$ cat config.mk
export PLATFORM = sky130hd
export DESIGN_NAME = latched_serial_driver
export DESIGN_NICKNAME = d
export VERILOG_FILES = /design/src/rtl/lsd_pkg.sv /design/src/rtl/lsd_shift_stage.sv /design/src/rtl/lsd_hold_stage.sv /design/src/rtl/lsd_out_gate.sv /design/src/rtl/latched_serial_driver.sv
export SDC_FILE = /design/constraint.sdc
export NUM_CORES = 1
export LEC_CHECK = 0
export BUFFER_PORTS_ARGS = -buffer_cell sky130_fd_sc_hd__buf_2
export CORE_AREA = 2 2 39 41
export CTS_BUF_LIST = sky130_fd_sc_hd__clkbuf_16
export DETAILED_ROUTE_END_ITERATION = 10
export DIE_AREA = 0 0 41 43
export HOLD_SLACK_MARGIN = 0.02
export PLACE_DENSITY = 0.79
export SLEW_MARGIN = 20
export SYNTH_ARGS = -nofsm -noshare
export SYNTH_HDL_FRONTEND = slang
export SYNTH_SLANG_ARGS = --single-unit
$ cat constraint.sdc
create_clock -name clk -period 0.8 [get_ports clk]
set_input_delay 0.16 -clock clk [delete_from_list [all_inputs] [get_ports clk]]
set_output_delay 0.16 -clock clk [all_outputs]
set_load 0.03 [all_outputs]
$ cat src/rtl/lsd_pkg.sv
`timescale 1ns/1ps
// Package lsd_pkg: shared width settings for the serial-in latched driver.
// Assumes every block in the driver uses the same channel count.
package lsd_pkg;
    parameter int unsigned LSD_CHANNELS = 8;
    typedef logic [LSD_CHANNELS-1:0] lsd_word_t;
endpackage

$ cat src/rtl/lsd_shift_stage.sv
`timescale 1ns/1ps
// Module lsd_shift_stage: serial-in shift register. Stage 0 takes din on each
// rising edge and each higher stage takes its lower neighbour. It also gives
// out the value the register will take at the coming edge, for the storage stage.
// Assumes din is stable around the rising edge. The reset is synchronous and active low.
module lsd_shift_stage #(
    parameter int unsigned WIDTH = 8
) (
    input  logic             clk,
    input  logic             rst_n,
    input  logic             din,
    output logic [WIDTH-1:0] shift_q,
    output logic [WIDTH-1:0] shift_next
);
    // Purpose: form the word that follows the coming shift.
    always_comb begin
        shift_next = {shift_q[WIDTH-2:0], din};
    end

    // Purpose: advance the register, or clear it on reset.
    always_ff @(posedge clk) begin
        if (!rst_n) begin
            shift_q <= '0;
        end else begin
            shift_q <= shift_next;
        end
    end
endmodule

$ cat src/rtl/lsd_hold_stage.sv
`timescale 1ns/1ps
// Module lsd_hold_stage: storage stage modelled in the clock domain. While
// strobe is high, the visible word is the live shift register, and each edge
// records the shifted word. While strobe is low, the recorded word is shown.
// Assumes strobe is synchronous and high across at least one edge per capture.
module lsd_hold_stage #(
    parameter int unsigned WIDTH = 8
) (
    input  logic             clk,
    input  logic             rst_n,
    input  logic             strobe,
    input  logic [WIDTH-1:0] shift_q,
    input  logic [WIDTH-1:0] shift_next,
    output logic [WIDTH-1:0] hold_q,
    output logic [WIDTH-1:0] view
);
    // Purpose: record the post-shift word while transparent, else keep it.
    always_ff @(posedge clk) begin
        if (!rst_n) begin
            hold_q <= '0;
        end else if (strobe) begin
            hold_q <= shift_next;
        end
    end

    // Purpose: show the live register while transparent, the record otherwise.
    always_comb begin
        view = strobe ? shift_q : hold_q;
    end
endmodule

$ cat src/rtl/lsd_out_gate.sv
`timescale 1ns/1ps
// Module lsd_out_gate: per-channel output gating. Each channel passes its
// stored bit while oe_n is low and is driven low while oe_n is high.
// Assumes the outputs are never tristated.
module lsd_out_gate #(
    parameter int unsigned WIDTH = 8
) (
    input  logic             oe_n,
    input  logic [WIDTH-1:0] word,
    output logic [WIDTH-1:0] drv
);
    for (genvar ch = 0; ch < WIDTH; ch++) begin : g_chan
        // Purpose: gate one channel with the shared enable.
        always_comb begin
            drv[ch] = word[ch] & ~oe_n;
        end
    end
endmodule

$ cat src/rtl/latched_serial_driver.sv
`timescale 1ns/1ps
// Module latched_serial_driver: top of the serial-in latched driver core.
// It chains the shift register, the storage stage and the output gating, and
// brings the last register stage out for chaining devices.
// Assumes all inputs are synchronous to clk. The reset is synchronous and active low.
module latched_serial_driver
    import lsd_pkg::*;
#(
    parameter int unsigned WIDTH = LSD_CHANNELS
) (
    input  logic             clk,
    input  logic             rst_n,
    input  logic             ser_in,
    input  logic             strobe,
    input  logic             oe_n,
    output logic             ser_out,
    output logic [WIDTH-1:0] drv_out
);
    localparam int unsigned LAST = WIDTH - 1;

    logic [WIDTH-1:0] shift_q;
    logic [WIDTH-1:0] shift_next;
    logic [WIDTH-1:0] hold_q;
    logic [WIDTH-1:0] view;

    lsd_shift_stage #(.WIDTH(WIDTH)) u_shift (
        .clk        (clk),
        .rst_n      (rst_n),
        .din        (ser_in),
        .shift_q    (shift_q),
        .shift_next (shift_next)
    );

    lsd_hold_stage #(.WIDTH(WIDTH)) u_hold (
        .clk        (clk),
        .rst_n      (rst_n),
        .strobe     (strobe),
        .shift_q    (shift_q),
        .shift_next (shift_next),
        .hold_q     (hold_q),
        .view       (view)
    );

    lsd_out_gate #(.WIDTH(WIDTH)) u_gate (
        .oe_n (oe_n),
        .word (view),
        .drv  (drv_out)
    );

    // Purpose: present the last register stage for the next device in the chain.
    always_comb begin
        ser_out = shift_q[LAST];
    end
endmodule

# After elaboration in Yosys (flattened, before gate mapping)
# Cells that the tools add are included.
# word_totals
register_bits	16
input_bits	5
out_inout_bits	9
word_cells	12
# op_classes
muxes	1
n_bitwise	9
# ops
cell	n
AND 1 bit	8
2-to-1 mux 8 bit	1
inverter 1 bit	1

# Longest topological paths before layout
# logic_depth
word_depth	2
ltp_mapped	3
depth_no_buf	2

# Hierarchy
# From an unflattened synthesis, not the netlist that was laid out.
# hier_totals
cells_unflattened	82
hier_area_um2	790.8
# modules_own_cells
module	n_inst	cells_per_inst	area_each_um2	seq_area_each_um2
lsd_hold_stage	1	50	470.5	160.2
lsd_shift_stage	1	24	270.3	160.2
lsd_out_gate	1	8	50.0	0.0

# Least setup slack after synthesis
# Ideal clock, no wire load.
# synth_timing
path_type	register to output
start	register u_shift.shift_q[7]
end	output drv_out[7]
arrival_ns	1.085
required_time_ns	0.640
slack_ns	-0.445
stages_incl_launch_ff	3
n_path_buf	0
path_cell_list	dfxtp_1 -> nand2_1 -> a21oi_1
# synth_via
elab_chain_len	2
# synth_lines
item	line	text
start: declaration	lsd_shift_stage.sv:12	output logic [WIDTH-1:0] shift_q,
start signal: assignment	lsd_shift_stage.sv:25	shift_q <= shift_next;
2-to-1 mux 8 bit	lsd_hold_stage.sv:28	view = strobe ? shift_q : hold_q;
AND 1 bit	lsd_out_gate.sv:15	drv[ch] = word[ch] & ~oe_n;
end: declaration	latched_serial_driver.sv:17	output logic [WIDTH-1:0] drv_out
# No other way between the ends.

# Worst setup path in the final report
# layout_timing
start	register u_shift.shift_q[2]
end	output drv_out[2]
# Same word-level chain as after synthesis.

==> impl_metrics.env <==
export IMPL_cts_buffer_depth=2
export IMPL_critPathMaxStageDelay_ps=340
export IMPL_routedWlPerCell_um=16.8
export IMPL_syn_nets=65
export IMPL_final_common_cell="dfxtp_2"
export IMPL_status="finished, violations left"
export IMPL_min_period_ps=1140
export IMPL_io_buffer_count=13
export IMPL_slew_viol_final=0
export IMPL_grt_use_met1_pct=21.7
export IMPL_setup_worst_path_class="reg2out"
export IMPL_min_path_cells=2
export IMPL_finalPower_uw=1930
export IMPL_vias_per_cell=4.84
export IMPL_root_buffer="clkbuf_16"
export IMPL_drt_total_wl_um=1730
export IMPL_grt_start_max_net_pins=18
export IMPL_vias=499
export IMPL_post_route_drc_count=0
export IMPL_violations="negative setup slack"
export IMPL_syn_cell_area_um2=634
export IMPL_core_mm2=0.00138
export IMPL_cellLeakagePower_uw=0.000423
export IMPL_syn_instance_count=60
export IMPL_numCtsBuffers=3
export IMPL_whs_ps=149
export IMPL_critPathMaxFanout=2
export IMPL_gr_usage_met2_pct=40.9
export IMPL_p_int_uw=1550
export IMPL_clock_power_share_pct=49.5
export IMPL_first_pass_iters=4
export IMPL_die_h_um=43
export IMPL_pwr_share_comb_pct=7.9
export IMPL_ioPinCount=14
export IMPL_maxSlewHeadroom_pct=71.5
export IMPL_hold_violations=0
export IMPL_maxCapViolCount=0
export IMPL_ys_types=13
export IMPL_setup_slack_ps=-344
export IMPL_drt_iter0_markers=8
export IMPL_grt_antenna_before_repair=0
export IMPL_cts_tree="done"
export IMPL_synthTopCellsByArea="dfxtp_1 (50%), nand2b_2 (9.7%), and2_1 (7.9%)"
export IMPL_ys_seq_area_share_pct=50.5
export IMPL_critPathSlowestCell="dfxtp_2"
export IMPL_required_ps=640
export IMPL_dieArea_mm2=0.00176
export IMPL_clkSlewWorstSetupHoldPaths_ps=50
export IMPL_gr_usage_met3_pct=6.28
export IMPL_worstPathArrival_ps=980
export IMPL_yosys_area_top_type_share_pct=50.5
export IMPL_ir_drop_mv=1.64
export IMPL_die_w_um=41
export IMPL_fmax_mhz=874
export IMPL_htreeDepth=1
export IMPL_synthToLayoutAreaGrowth_pct=70.4
export IMPL_switching_share_pct=20.0
export IMPL_pwr_share_seq_pct=42.6
export IMPL_grt_busiest_layer="met2"
export IMPL_timing_final_crit_share_pct=143
export IMPL_worst_setup_path_start_kind="flop"
export IMPL_worst_pin_slew_ps=427
export IMPL_finalSetupViolCount=10
export IMPL_syn_area_per_cell_um2=10.6
export IMPL_rrSetupSlack_ps=-10
export IMPL_final_nets=93
export IMPL_place_hpwl_um=913
export IMPL_drive_above_1_share_pct=82.8
export IMPL_yosysTopAreaCell="dfxtp_1"
export IMPL_reg2regPathDepth=4
export IMPL_p_switching_uw=387
export IMPL_ant_nets=0
export IMPL_grt_pass1_wl_um=2480
export IMPL_start_util_pct=45.8
export IMPL_rsz0062_at_grt="true"
export IMPL_rows=14
export IMPL_synth_ff_latch_count=16
export IMPL_path_cells="nand2_2 -> a21oi_4 -> buf_6"
export IMPL_grt_overflow_total=0
export IMPL_final_cell_mix="dfxtp_2 (14), buf_6 (13), buf_4 (9), a21oi_4 (8), and2_1 (8)"
export IMPL_grt_pass1_vias=567
export IMPL_finalClockSkew_ps=1.81
export IMPL_powerDensity_mw_per_mm2=1790
export IMPL_worstSetupEndpointType="output pin"
export IMPL_cts_sinks=16
export IMPL_min_path_type="in2reg"
export IMPL_grt_total_usage_pct=22.0
export IMPL_yosys_warnings=0
export IMPL_gp_congestion=0.692
export IMPL_worst_skew_pair_late_latency_ps=240
export IMPL_antenna_cells=0
[per-stage QoR]
| step | setup TNS [ps] | instance area [um2] | util [%] | worst slack [ps] | cells |
|---|---|---|---|---|---|
| floorplan | -68.7 | 749 | - | -48.9 | 60 |
| global placement | -3320 | 881 | 63.7 | -320 | 96 |
| detailed placement | -3590 | 881 | 63.7 | -373 | 96 |
| CTS | -2600 | 1050 | 75.9 | -344 | 103 |
| global route | -2820 | 1080 | 78.1 | -358 | 103 |
| finish | -2540 | 1080 | 78.1 | -344 | 103 |
[state kept, by name, summed over array words and instances (netlist names)]
register,count
u_hold.hold_q,8
u_shift.shift_q,8
[final timing paths]
path	from	endpoint
max	u_shift.shift_q[2]	drv_out[2]
min	ser_in	u_shift.shift_q[0]
max reg2reg	u_hold.hold_q[4]	u_hold.hold_q[4]
min reg2reg	u_shift.shift_q[3]	u_shift.shift_q[4]
[what timing repair did]
action,CTS,global route
hold buffers,0,0
resized for setup,27,10
endpoints found under the setup margin,9,12
pin swaps,5,5
setup buffers,3,2
[final cells by class]
class	count	area [um2]
Fill cell	88	303
Sequential cell	16	342
Clock inverter	1	3.75
Tap cell	16	20.0
Clock buffer	3	75.1
Timing Repair Buffer	26	236
Multi-Input combinational cell	41	404
[critical path: cells and delay by family (launching register included)]
family | cells | cell delay, ps
flops | 1 | 340
buf+inv | 1 | 150
compound gates | 1 | 160
simple gates | 1 | 90
[power groups by stage]
stage	logic (uW)	registers, uW	clock network [uW]
6_report	153	824	956
5_1_grt	159	824	1000
4_1_cts	147	822	964
3_5_place_dp	131	836	0
3_3_place_gp	129	835	0
2_1_floorplan	103	834	0
[Yosys cell counts]
| master | instances |
|---|---|
| dfxtp_1 | 16 |
| nand2b_4 | 1 |
| a21oi_2 | 1 |
| a21oi_1 | 7 |
| nand2_2 | 7 |
| nand2b_2 | 7 |
| nand2_1 | 2 |
| a21boi_2 | 4 |
| and2_1 | 8 |
| buf_6 | 1 |
| buf_1 | 1 |
| clkbuf_1 | 1 |
| a21boi_1 | 4 |
[logic make-up after synthesis]
group / synth area share [%]
buffers and inverters: 2.96
flip-flops: 50.5
AO/OA/AOI/OAI: 18.7
AND/OR/NAND/NOR: 27.8
[routing by layer]
| layer | vias up | wire (um) |
|---|---|---|
| li1 | 248 | - |
| met1 | 243 | 696 |
| met2 | 8 | 987 |
| met3 | 0 | 47 |
| met4 | 0 | 0 |
| met5 | - | 0 |
(Power assumes the default switching activity.)
